`config.mk`:
```
export PLATFORM = sky130hd
export DESIGN_NAME = flash_poll_ctrl
export DESIGN_NICKNAME = d
export VERILOG_FILES = /design/src/rtl/flash_poll_pkg.sv /design/src/rtl/flash_cmd_seq.sv /design/src/rtl/flash_toggle_judge.sv /design/src/rtl/flash_countdown.sv /design/src/rtl/flash_poll_ctrl.sv
export SDC_FILE = /design/constraint.sdc
export NUM_CORES = 1
export LEC_CHECK = 0
export BUFFER_PORTS_ARGS = -buffer_cell sky130_fd_sc_hd__buf_2
export CORE_AREA = 2 2 98 100
export CTS_CLUSTER_SIZE = 24
export DETAILED_ROUTE_END_ITERATION = 12
export DIE_AREA = 0 0 100 102
export PLACE_DENSITY = 0.84
export SYNTH_ARGS = -nofsm -noshare
export SYNTH_HDL_FRONTEND = slang
export SYNTH_SLANG_ARGS = --single-unit
```
`constraint.sdc`:
```
create_clock -name clk_i -period 2.7 [get_ports clk_i]
set_clock_uncertainty 0.1 [all_clocks]
set_input_delay 0.405 -clock clk_i [delete_from_list [all_inputs] [get_ports clk_i]]
set_output_delay 0.405 -clock clk_i [all_outputs]
set_load 0.1 [all_outputs]
```
`src/rtl/flash_poll_pkg.sv`:
```
package flash_poll_pkg;
  typedef enum logic [1:0] {
    OP_PROG = 2'd0,
    OP_SECT = 2'd1,
    OP_BLK  = 2'd2,
    OP_CHIP = 2'd3
  } flash_op_e;

  typedef enum logic [2:0] {
    ST_IDLE,
    ST_CMD,
    ST_POLL,
    ST_SETTLE,
    ST_VERIFY,
    ST_DONE
  } ctrl_st_e;

  localparam int unsigned PROG_WRITES  = 4;
  localparam int unsigned ERASE_WRITES = 6;
endpackage

```
`src/rtl/flash_cmd_seq.sv`:
```
module flash_cmd_seq
  import flash_poll_pkg::*;
#(
  parameter int unsigned ADDR_W = 18,
  parameter int unsigned DATA_W = 16
) (
  input  flash_op_e           op_i,
  input  logic [2:0]          step_i,
  input  logic [ADDR_W-1:0]   tgt_addr_i,
  input  logic [DATA_W-1:0]   tgt_data_i,
  output logic [ADDR_W-1:0]   addr_o,
  output logic [DATA_W-1:0]   data_o,
  output logic                last_o
);
  localparam logic [ADDR_W-1:0] UNLOCK_A = ADDR_W'(12'h555);
  localparam logic [ADDR_W-1:0] UNLOCK_B = ADDR_W'(12'h2AA);

  logic [7:0] code;

  always_comb begin
    addr_o = UNLOCK_A;
    code   = 8'h00;
    data_o = '0;
    last_o = 1'b0;
    if (op_i == OP_PROG) begin
      unique case (step_i)
        3'd0: begin addr_o = UNLOCK_A; code = 8'hAA; end
        3'd1: begin addr_o = UNLOCK_B; code = 8'h55; end
        3'd2: begin addr_o = UNLOCK_A; code = 8'hA0; end
        default: begin addr_o = tgt_addr_i; last_o = 1'b1; end
      endcase
      data_o = last_o ? tgt_data_i : DATA_W'(code);
    end else begin
      unique case (step_i)
        3'd0, 3'd3: begin addr_o = UNLOCK_A; code = 8'hAA; end
        3'd1, 3'd4: begin addr_o = UNLOCK_B; code = 8'h55; end
        3'd2:       begin addr_o = UNLOCK_A; code = 8'h80; end
        default: begin
          last_o = 1'b1;
          unique case (op_i)
            OP_SECT: begin addr_o = tgt_addr_i; code = 8'h50; end
            OP_BLK:  begin addr_o = tgt_addr_i; code = 8'h30; end
            default: begin addr_o = UNLOCK_A;   code = 8'h10; end
          endcase
        end
      endcase
      data_o = DATA_W'(code);
    end
  end
endmodule

```
`src/rtl/flash_toggle_judge.sv`:
```
module flash_toggle_judge #(
  parameter int unsigned DATA_W      = 16,
  parameter int unsigned TOG_BIT     = 6,
  parameter int unsigned POLL_BIT    = 7,
  parameter int unsigned EXTRA_READS = 2
) (
  input  logic              clk_i,
  input  logic              rst_ni,
  input  logic              clear_i,
  input  logic              sample_i,
  input  logic [DATA_W-1:0] rdata_i,
  input  logic              prog_i,
  input  logic              exp_poll_i,
  output logic              settled_o
);
  localparam int unsigned CW = $clog2(EXTRA_READS + 2);
  localparam logic [CW-1:0] RUN_MAX = CW'(EXTRA_READS);

  logic          have_q, prev_q;
  logic [CW-1:0] run_q;
  logic          valid;

  // valid: toggle bit held, or (program) polled bit already shows true data
  assign valid = have_q &&
                 ((rdata_i[TOG_BIT] == prev_q) ||
                  (prog_i && (rdata_i[POLL_BIT] == exp_poll_i)));
  assign settled_o = sample_i && valid && (run_q == RUN_MAX);

  always_ff @(posedge clk_i or negedge rst_ni) begin
    if (!rst_ni) begin
      have_q <= 1'b0;
      prev_q <= 1'b0;
      run_q  <= '0;
    end else if (clear_i) begin
      have_q <= 1'b0;
      run_q  <= '0;
    end else if (sample_i) begin
      have_q <= 1'b1;
      prev_q <= rdata_i[TOG_BIT];
      if (!valid)                run_q <= '0;
      else if (run_q != RUN_MAX) run_q <= run_q + 1'b1;
    end
  end
endmodule

```
`src/rtl/flash_countdown.sv`:
```
module flash_countdown #(
  parameter int unsigned CNT_W = 8
) (
  input  logic             clk_i,
  input  logic             rst_ni,
  input  logic             load_i,
  input  logic [CNT_W-1:0] load_val_i,
  input  logic             en_i,
  output logic             zero_o
);
  logic [CNT_W-1:0] cnt_q;

  always_ff @(posedge clk_i or negedge rst_ni) begin
    if (!rst_ni)                   cnt_q <= '0;
    else if (load_i)               cnt_q <= load_val_i;
    else if (en_i && cnt_q != '0)  cnt_q <= cnt_q - 1'b1;
  end

  assign zero_o = (cnt_q == '0);
endmodule

```
`src/rtl/flash_poll_ctrl.sv`:
```
module flash_poll_ctrl
  import flash_poll_pkg::*;
#(
  parameter int unsigned ADDR_W        = 18,
  parameter int unsigned DATA_W        = 16,
  parameter int unsigned PROG_TMO_CYC  = 2000,
  parameter int unsigned ERASE_TMO_CYC = 8000000,
  parameter int unsigned SETTLE_CYC    = 200
) (
  input  logic              clk_i,
  input  logic              rst_ni,
  input  logic              req_valid_i,
  input  logic [1:0]        req_op_i,
  input  logic [ADDR_W-1:0] req_addr_i,
  input  logic [DATA_W-1:0] req_data_i,
  output logic              busy_o,
  output logic              done_o,
  output logic              err_o,
  output logic              bus_wr_o,
  output logic              bus_rd_o,
  output logic [ADDR_W-1:0] bus_addr_o,
  output logic [DATA_W-1:0] bus_wdata_o,
  input  logic [DATA_W-1:0] bus_rdata_i,
  input  logic              bus_ack_i
);
  localparam int unsigned TMO_MAX = (PROG_TMO_CYC > ERASE_TMO_CYC) ? PROG_TMO_CYC : ERASE_TMO_CYC;
  localparam int unsigned TMO_W   = $clog2(TMO_MAX + 1);
  localparam int unsigned SET_W   = $clog2(SETTLE_CYC + 1);

  ctrl_st_e          st_q;
  flash_op_e         op_q;
  logic [ADDR_W-1:0] addr_q;
  logic [DATA_W-1:0] data_q;
  logic [2:0]        step_q;
  logic              err_q;

  logic [ADDR_W-1:0] seq_addr;
  logic [DATA_W-1:0] seq_data;
  logic              seq_last;
  logic              is_prog;
  logic              cmd_end, poll_ack, settled, tmo_zero, settle_zero, settle_load;

  assign is_prog     = (op_q == OP_PROG);
  assign cmd_end     = (st_q == ST_CMD) && bus_ack_i && seq_last;
  assign poll_ack    = (st_q == ST_POLL) && bus_ack_i;
  assign settle_load = poll_ack && settled && is_prog;

  flash_cmd_seq #(.ADDR_W(ADDR_W), .DATA_W(DATA_W)) u_seq (
    .op_i       (op_q),
    .step_i     (step_q),
    .tgt_addr_i (addr_q),
    .tgt_data_i (data_q),
    .addr_o     (seq_addr),
    .data_o     (seq_data),
    .last_o     (seq_last)
  );

  flash_toggle_judge #(.DATA_W(DATA_W)) u_judge (
    .clk_i      (clk_i),
    .rst_ni     (rst_ni),
    .clear_i    (cmd_end),
    .sample_i   (poll_ack),
    .rdata_i    (bus_rdata_i),
    .prog_i     (is_prog),
    .exp_poll_i (data_q[7]),
    .settled_o  (settled)
  );

  flash_countdown #(.CNT_W(TMO_W)) u_tmo (
    .clk_i      (clk_i),
    .rst_ni     (rst_ni),
    .load_i     (cmd_end),
    .load_val_i (is_prog ? TMO_W'(PROG_TMO_CYC - 1) : TMO_W'(ERASE_TMO_CYC - 1)),
    .en_i       (st_q == ST_POLL),
    .zero_o     (tmo_zero)
  );

  flash_countdown #(.CNT_W(SET_W)) u_settle (
    .clk_i      (clk_i),
    .rst_ni     (rst_ni),
    .load_i     (settle_load),
    .load_val_i (SET_W'(SETTLE_CYC - 1)),
    .en_i       (st_q == ST_SETTLE),
    .zero_o     (settle_zero)
  );

  always_ff @(posedge clk_i or negedge rst_ni) begin
    if (!rst_ni) begin
      st_q   <= ST_IDLE;
      op_q   <= OP_PROG;
      addr_q <= '0;
      data_q <= '0;
      step_q <= '0;
      err_q  <= 1'b0;
    end else begin
      unique case (st_q)
        ST_IDLE: if (req_valid_i) begin
          op_q   <= flash_op_e'(req_op_i);
          addr_q <= req_addr_i;
          data_q <= req_data_i;
          step_q <= '0;
          err_q  <= 1'b0;
          st_q   <= ST_CMD;
        end
        ST_CMD: if (bus_ack_i) begin
          if (seq_last) st_q <= ST_POLL;
          else          step_q <= step_q + 1'b1;
        end
        ST_POLL: if (bus_ack_i) begin
          if (settled) st_q <= is_prog ? ST_SETTLE : ST_DONE;
          else if (tmo_zero) begin
            err_q <= 1'b1;
            st_q  <= ST_DONE;
          end
        end
        ST_SETTLE: if (settle_zero) st_q <= ST_VERIFY;
        ST_VERIFY: if (bus_ack_i) begin
          err_q <= (bus_rdata_i != data_q);
          st_q  <= ST_DONE;
        end
        default: st_q <= ST_IDLE;
      endcase
    end
  end

  assign busy_o      = (st_q != ST_IDLE);
  assign done_o      = (st_q == ST_DONE);
  assign err_o       = done_o && err_q;
  assign bus_wr_o    = (st_q == ST_CMD);
  assign bus_rd_o    = (st_q == ST_POLL) || (st_q == ST_VERIFY);
  assign bus_addr_o  = (st_q == ST_CMD) ? seq_addr : addr_q;
  assign bus_wdata_o = (st_q == ST_CMD) ? seq_data : '0;
endmodule

```
Yosys cells after proc, flatten, opt, wreduce, memory -nomap -nowiden
Index checks and enable logic that the tools add are counted.
Cells by class
  muxes and demuxes: 46
  reduce and logical (&&, ||, !) cells: 40
  equality and inequality tests: 27
  bitwise gates (word level): 1
  $add $sub $neg: 4
Operators with widths (count)
  one-hot mux 18 bit (2 select lines): 2
  two-way mux 23 bit: 3
  two-way mux 18 bit: 3
  two-way mux 16 bit: 3
  one-hot mux 8 bit (3 select lines): 2
  two-way mux 3 bit: 12
  zero test 23 bit: 1
  nonzero test 23 bit: 1
  subtractor 23 x 1 -> 23 bit, second input constant: 1
  two-way mux 8 bit: 2
  inequality test 16 bit: 1
  inequality test 2 bit, second input constant: 8
  one-hot mux 3 bit (5 select lines): 1
  one-hot mux 7 bit (2 select lines): 1
  == test 3 x 2 -> 1 bit, second input constant: 4
  logical AND 1 bit: 12
  two-way mux 1 bit: 11
  == test 3 bit, second input constant: 3
  zero test 8 bit: 1
  two-way mux 2 bit: 4
  nonzero test 2 bit: 4
  nonzero test 8 bit: 1
  OR reduction 2 bit: 4
  subtractor 8 x 1 -> 8 bit, second input constant: 1
  21 further kinds: 32
Storage, ports and cells
  input port bits: 56
  output and inout bits: 39
  logic and storage cells: 129
  register bits after elaboration: 78

Depth between registers and ports, before layout
Gate-level depths: netlist of run 1.
  word-level depth: 9
  mapped depth: 9
  gate-level depth less buffers: 7

Modules after synthesis
From an unflattened synthesis of run 1, not the netlist that was laid out.
Second synthesis, totals
  cell total of the unflattened synthesis: 574
  area total of the unflattened synthesis: 5381.4 µm²
Modules (own cells, without submodules)
  flash_poll_ctrl: times used 1, area an instance 2461.1 µm², cells each 207, seq. area each 1076.0 µm²
  flash_countdown (u_tmo): times used 1, area an instance 1432.6 µm², cells each 166, seq. area each 575.6 µm²
  flash_cmd_seq: times used 1, area an instance 701.9 µm², cells each 118, seq. area each 0.0 µm²
  flash_countdown (u_settle): times used 1, area an instance 528.0 µm², cells each 58, seq. area each 200.2 µm²
  flash_toggle_judge: times used 1, area an instance 257.7 µm², cells each 25, seq. area each 100.1 µm²

Worst setup path before layout of run 1
Ideal clock, no wire load.
  path type: reg-to-output
  start: register st_q[0]
  end: output port bus_wdata_o[1]
  stages on the path, launching flop included: 7
  buffers on the path: 2
  data required time: 2.195 ns
  slack: -1.450 ns
  arrival: 3.645 ns
  cells stage by stage: dfrtp_1 -> buf_1 -> nand2_1 -> inv_1 -> clkbuf_1 -> nand2_1 -> a21oi_1
On the way
  cells in the longest elaborated chain, start to end: 2
RTL lines
  start: declaration: RTL line flash_poll_ctrl.sv:30  | ctrl_st_e st_q;
  start signal: assignment: RTL line flash_poll_ctrl.sv:110  | if (settled) st_q <= is_prog ? ST_SETTLE : ST_DONE;
  == test 3 x 1 -> 1 bit
  net bus_wr_o: RTL line flash_poll_ctrl.sv:19  | output logic bus_wr_o,
  two-way mux 16 bit: RTL line flash_poll_ctrl.sv:132  | assign bus_wdata_o = (st_q == ST_CMD) ? seq_data : '0;
  end: declaration: RTL line flash_poll_ctrl.sv:22  | output logic [DATA_W-1:0] bus_wdata_o,
The timed path passes the listed nets, and every way through them passes these cells.

Worst setup path in the final report of run 1
  start: register step_q[1]
  end: output port bus_addr_o[17]
On the way
  cells in the longest elaborated chain, start to end: 5
  elaborated cells between the ends (all ways): 12
  those cells by class: 4 x eq/ne; 4 x mux; 4 x reduce/logical
RTL lines
  start: declaration: RTL line flash_poll_ctrl.sv:34  | logic [2:0] step_q;
  start signal: assignment: RTL line flash_poll_ctrl.sv:107  | else step_q <= step_q + 1'b1;
  == test 3 x 2 -> 1 bit (tied with other cells): RTL line flash_cmd_seq.sv:34  | unique case (step_i)
  OR reduction 3 bit (no line) (tied with other cells)
  one-hot mux 18 bit (2 select lines) (on tied branches): RTL line flash_cmd_seq.sv:34, flash_cmd_seq.sv:26
  two-way mux 18 bit (*): RTL line flash_cmd_seq.sv:25  | if (op_i == OP_PROG) begin
  two-way mux 18 bit (*): RTL line flash_poll_ctrl.sv:131  | assign bus_addr_o = (st_q == ST_CMD) ? seq_addr : addr_q;
  end: declaration: RTL line flash_poll_ctrl.sv:21  | output logic [ADDR_W-1:0] bus_addr_o,
Mark *: on every way between the ends. The rest lies on a longest branch, timed or not.

==> results of run 1 <==
-- routing by layer --
metal	GRT usage, %	vias up
li1	-	1887
met1	31.9	2076
met2	45.9	194
met3	8.14	44
met4	11.4	0
met5	0	-
-- path summary, 6_finish.rpt --
kind / endpoint / start / depth (start not counted) / slack (ns)
max in group asynchronous: st_q[0] / rst_ni / 1 / 1.66
worst max register to register: st_q[1] / u_tmo.cnt_q[4] / 5 / 0.17
worst min register to register: err_q / err_q / 1 / 0.41
worst min-delay path: u_settle.cnt_q[1] / rst_ni / 1 / 0.07
worst max-delay path: bus_addr_o[17] / step_q[1] / 7 / -0.16
min in group clk_i: op_q[1] / req_op_i[1] / 3 / 0.15
-- registers in the layout, indices dropped and copies added (netlist names) --
name / count
data_q: 16
u_judge.run_q: 2
addr_q: 18
u_tmo.cnt_q: 23
u_settle.cnt_q: 8
err_q: 1
u_judge.prev_q: 1
step_q: 3
u_judge.have_q: 1
op_q: 2
st_q: 3
-- cell type report --
type / instances / share of cell area (%)
multi-input cells: 335 / 43.1
flip-flops and latches: 78 / 30.9
well taps: 111 / 2.19
repair buffers: 128 / 19.4
clock inverters: 7 / 1.28
clock buffers: 9 / 1.96
inverters: 19 / 1.17
-- cells in the final DEF (no fill, tap or decap), types with 18 or more instances in the layout --
master / instances
xor2_1: 18
a21oi_1: 18
nor2_1: 21
buf_2: 59
nand2_1: 21
buf_12: 33
buf_4: 35
dfrtp_1: 75
mux2_2: 37
o21ai_0: 21
-- cells by family after synthesis --
kind of cell             after synthesis  share of synthesized area, %
XOR/XNOR                              28                          5.44
multiplexers                          42                          10.4
AND/OR/NAND/NOR                      150                          18.5
flip-flops                            78                          43.3
buffers and inverters                 37                          3.39
AO/OA/AOI/OAI                        103                          15.7
adder cells (fa/ha/maj)               12                          3.33
-- synthesized netlist by cell type, types with 12 or more instances --
master	n	share of area [%]
mux2_2	37	9.2
nor2_1	24	2.0
and2_1	12	1.7
nand2_1	24	2.0
a21oi_1	24	2.7
clkbuf_1	13	1.1
o21a_1	12	2.0
o21ai_0	24	2.7
dfrtp_1	78	43
inv_1	19	1.6
ha_1	12	3.3
nor3_1	17	1.9
xor2_1	18	3.5
-- timing repair --
action	in CTS	in global routing
pin swaps	6	4
gates resized for setup	33	6
gates cloned	0	0
endpoints found under the setup margin	34	37
buffers inserted	11	1
-- stage by stage --
step                utilization, %  instances  setup WS (ns)
finish                        69.5        687         -0.164
global route                  69.5        687         -0.219
CTS                           69.1        686        -0.0957
detailed placement            64.5        659        -0.0491
global placement              64.5        659         0.0485
floorplan                        -        450         -0.148
==> flow_metrics.tcl, run 1 <==
set metrics [dict create \
    status "finished with violations" \
    violations "setup timing" \
    design_area_um2 6330 \
    grt_usage_pct 26.9 \
    register_area_um2 1960 \
    max_freq_mhz 349 \
    grt_max_degree 79 \
    multi_input_area_um2 2730 \
    first_iter_violations 242 \
    ctsHtreeMaxLevel 3 \
    wl_met1_um 5040 \
    drc 0 \
    ys_seq_area_share_pct 43.3 \
    grt_overflow 0 \
    place_congestion 0.925 \
    finalHoldViolCount 0 \
    max_slew.worst_pin.slew_ns 1.01 \
    root_buffer "clkbuf_8" \
    cts_hold_buf 0 \
    maxCapViolCount 0 \
    crit_path_top_delay_cell "dfrtp_1" \
    drt_wl_total_um 13300 \
    critPathTopFamily "simple AND/OR/NAND/NOR gates" \
    core_um2 9110 \
    synth_area_um2 4510 \
    clock_sinks 78 \
    cts.clk_slew.worst_paths_ns 0.09 \
    synth_fp_nets 518 \
    fillers 599 \
    place_area_um2 5880 \
    wire_per_inst_um 19.4 \
    clock_path_buffers 2 \
    cts_made_buffers 9 \
    area_growth_pct 40.5 \
    relSlewSlack_pct 32.4 \
    syn_area_per_cell_um2 10.0 \
    cp-start-kind "flop" \
    antenna_left 0 \
    hpwl_um 9280 \
    synth_flop_cell "dfrtp_1" \
    synth-async-reset-ratio_pct 100 \
    highest_layer "met4" \
    whs_ns 0.0685 \
    floorplan.initialDensity_pct 49.5 \
    num_vias 4201 \
    crit_chain "inv_2 -> ha_4 -> nor2b_4 -> or3_4 -> o221a_4 -> nor2b_4 -> buf_12" \
    port_buffers 94 \
    clkLatencyLatePin_ns 0.37 \
    rsz0062_at_grt "yes" \
    met2WireLength_um 6720 \
    cts_tree "done" \
    worst_setup_path_end_kind "output pin" \
    dr.pass1.iters 5 \
    setup_tns_ns -2.59 \
    antenna_found_initial 0 \
    cpMostUsedCell "nor2b_4" \
    die_area_um2 10200 \
    cp_max_fo 7 \
    met3_length_um 1100 \
    die_h_um 102 \
    cp.arrival_ns 2.36 \
    hold_path_class "in2async" \
    slew_violations 0 \
    grt_pass1_wl_um 21700 \
    critPathBufInv 2 \
    grt_pass1_vias 4389 \
    setup_viol_count_final 29 \
    crit_type "reg2out" \
    synth_cell_types 57 \
    rows 35 \
    cpPeakStageDelay_ns 0.42 \
    num_antenna_cells 0 \
    die_x_um 100 \
    synth_edf_count 0 \
    fin_crit_ns 2.86 \
    final_nets 639 \
    drive_gt1_share_pct 45.5 \
    synth-seq-cells 78 \
    cp.required_ns 2.19 \
    synthCells 450 \
    period_share_pct 106 \
    worst_slack_ns -0.164 \
    ios 95 \
    vias_per_cell 6.11 \
    yosysWarnings 0 \
]
Power of run 1 is not shown: default switching activity piles up to over one toggle a cycle in this logic, so the estimate is an artifact.
==> inputs of run 2 (changes only) <==
--- a/config.mk
+++ b/config.mk
@@ -5,12 +5,13 @@
 export SDC_FILE = /design/constraint.sdc
 export NUM_CORES = 1
 export LEC_CHECK = 0
+export ABC_AREA = 1
 export BUFFER_PORTS_ARGS = -buffer_cell sky130_fd_sc_hd__buf_2
-export CORE_AREA = 2 2 98 100
+export CORE_AREA = 2 2 103 105
 export CTS_CLUSTER_SIZE = 24
 export DETAILED_ROUTE_END_ITERATION = 12
-export DIE_AREA = 0 0 100 102
-export PLACE_DENSITY = 0.84
+export DIE_AREA = 0 0 105 107
+export PLACE_DENSITY = 0.83
 export SYNTH_ARGS = -nofsm -noshare
 export SYNTH_HDL_FRONTEND = slang
 export SYNTH_SLANG_ARGS = --single-unit
==> flow_metrics.tcl, run 2 <==
set metrics [dict create \
    status "finished with violations" \
    violations "setup timing" \
    maxCapViolCount 0 \
    synth_area_um2 4950 \
    synth-async-reset-ratio_pct 100 \
    synth_flop_cell "dfrtp_1" \
    hold_path_class "in2reg" \
    cp.depth 10 \
    num_vias 4904 \
    ios 95 \
    synth-seq-cells 78 \
    period_share_pct 100 \
    critPathBufInv 3 \
    layout.cells.non_filler 953 \
    worstSetupEndpoint "bus_addr_o[15]" \
    syn_area_per_cell_um2 7.09 \
    synth_top_area_share_pct 39.4 \
    setup_tns_ns -0.0144 \
    cp.required_ns 2.19 \
    grt_pass1_vias 4686 \
    cts_made_buffers 9 \
    hp-start "req_addr_i[10]" \
    crit_chain "inv_2 -> ha_2 -> nand2_4 -> nand2_2 -> nor2_4 -> nand2_4 -> o21bai_4 -> clkinv_4 -> nor2_4 -> buf_12" \
    cp.arrival_ns 2.21 \
    cpPeakStageDelay_ns 0.47 \
    antenna_left 0 \
    max_slew.worst_pin.slew_ns 0.604 \
    vias_per_cell 5.15 \
    antenna_found_initial 0 \
    cts.clk_slew.worst_paths_ns 0.09 \
    regMostFlops "u_tmo.cnt_q" \
    grt_usage_pct 23.2 \
    largestRegisters "u_tmo.cnt_q (23), addr_q (18), data_q (16)" \
    drt_wl_total_um 13200 \
    post-place-cells 923 \
    drive_gt1_share_pct 28.3 \
    crit_path_top_delay_cell "dfrtp_2" \
    cts_tree "done" \
    die_h_um 107 \
    place_congestion 0.917 \
    yosysWarnings 0 \
    r2r_start "step_q[1]" \
    cp-start-kind "flop" \
    worst_setup_path_end_kind "output pin" \
    clock_sinks 78 \
    final_nets 880 \
    setup_viol_count_final 2 \
    floorplan.initialDensity_pct 49.1 \
    die_x_um 105 \
    drc 0 \
    area_growth_pct 37.5 \
    wire_per_inst_um 13.8 \
    die_area_um2 11200 \
    synth_fp_nets 766 \
    rsz0062_at_grt "yes" \
    relSlewSlack_pct 59.7 \
    max_freq_mhz 369 \
    grt_overflow 0 \
    num_antenna_cells 0 \
    first_iter_violations 227 \
    finalHoldViolCount 0 \
    largest_register_ffs 23 \
    worstRegToRegCells 11 \
    ctsHtreeMaxLevel 3 \
    hpwl_um 9370 \
    cp-startpoint "step_q[1]" \
    ys_seq_area_share_pct 39.4 \
    synth_top_area_cell "dfrtp_1" \
    slew_violations 0 \
    root_buffer "clkbuf_8" \
    grt_max_degree 42 \
    grt_pass1_wl_um 21200 \
    rows 37 \
    crit_type "reg2out" \
    dr.pass1.iters 4 \
    clkLatencyLatePin_ns 0.37 \
    synth_area_leaders "dfrtp_1, nand2_1, nor2_1" \
    synth_cell_types 37 \
    port_buffers 94 \
    fin_crit_ns 2.71 \
    reg2reg_to "u_tmo.cnt_q[18]" \
    final_common_cell "nand2_1" \
    worst_slack_ns -0.0132 \
    clock_path_buffers 2 \
    synth_commonest_cells "nand2_1, nor2_1, inv_1" \
    synthCells 698 \
    synth_edf_count 0 \
    synthMostInstantiatedCell "nand2_1" \
    final_cell_mix "nand2_1, nor2_1, inv_1" \
    critPathTopFamily "simple AND/OR/NAND/NOR gates" \
    core_um2 10100 \
    rrSetupSlack_ns 0.51 \
    cp_max_fo 7 \
]
[run 2: worst min-delay path by stage]
stage / end / slack, ns / cells past startpoint
floorplan: addr_q[0] / 0.009 / 0
global placement: u_settle.cnt_q[2] / 0.31 / 1
detailed placement: u_settle.cnt_q[2] / 0.31 / 1
CTS: addr_q[10] / 0.16 / 2
global route: addr_q[10] / 0.16 / 2
finish: addr_q[10] / 0.16 / 2
[run 2: final cells by class]
type / count / area [um^2]
sequential: 78 / 1960
timing repair buffer: 118 / 1130
tap: 136 / 170
fill: 807 / 3290
multi-input combinational: 505 / 2930
clock buffer: 11 / 151
inverter: 100 / 383
clock inverter: 5 / 81.3
[run 2: routing by layer]
layer | wire, um | global-route usage [%]
met5 | 0 | 0
met4 | 284 | 8.38
met3 | 785 | 6.20
met2 | 6410 | 39.1
met1 | 5680 | 28.8
[run 2: stage by stage]
step           worst slack (ns)  utilization, %  hold WS (ns)  instance area [um^2]
5_1_grt                  -0.112            67.4         0.162                  6810
6_report                -0.0132            67.4         0.159                  6810
3_5_place_dp              0.166            61.3         0.310                  6190
2_1_floorplan            -0.286               -       0.00941                  5170
3_3_place_gp              0.230            61.3         0.313                  6190
4_1_cts                 0.00571            64.9         0.162                  6550
[run 2: what timing repair did]
| action | CTS | global route |
|---|---|---|
| gates resized for setup | 21 | 58 |
| endpoints found under the setup margin | 30 | 33 |
| endpoints found under the hold margin | 37 | 0 |
| buffers inserted | 6 | 7 |
| hold buffers | 1 | 0 |
| pin swaps | 5 | 10 |
[run 2: kinds of logic after synthesis]
kind of cell | count (synthesis) | share of synthesized area [%]
AO/OA/AOI/OAI | 88 | 9.91
XOR/XNOR | 15 | 2.65
multiplexers | 8 | 1.97
AND/OR/NAND/NOR | 382 | 33.4
adder cells (fa/ha/maj) | 12 | 3.03
flip-flops | 78 | 39.4
buffers and inverters | 115 | 9.63
Power of run 2 is left out for the same reason.
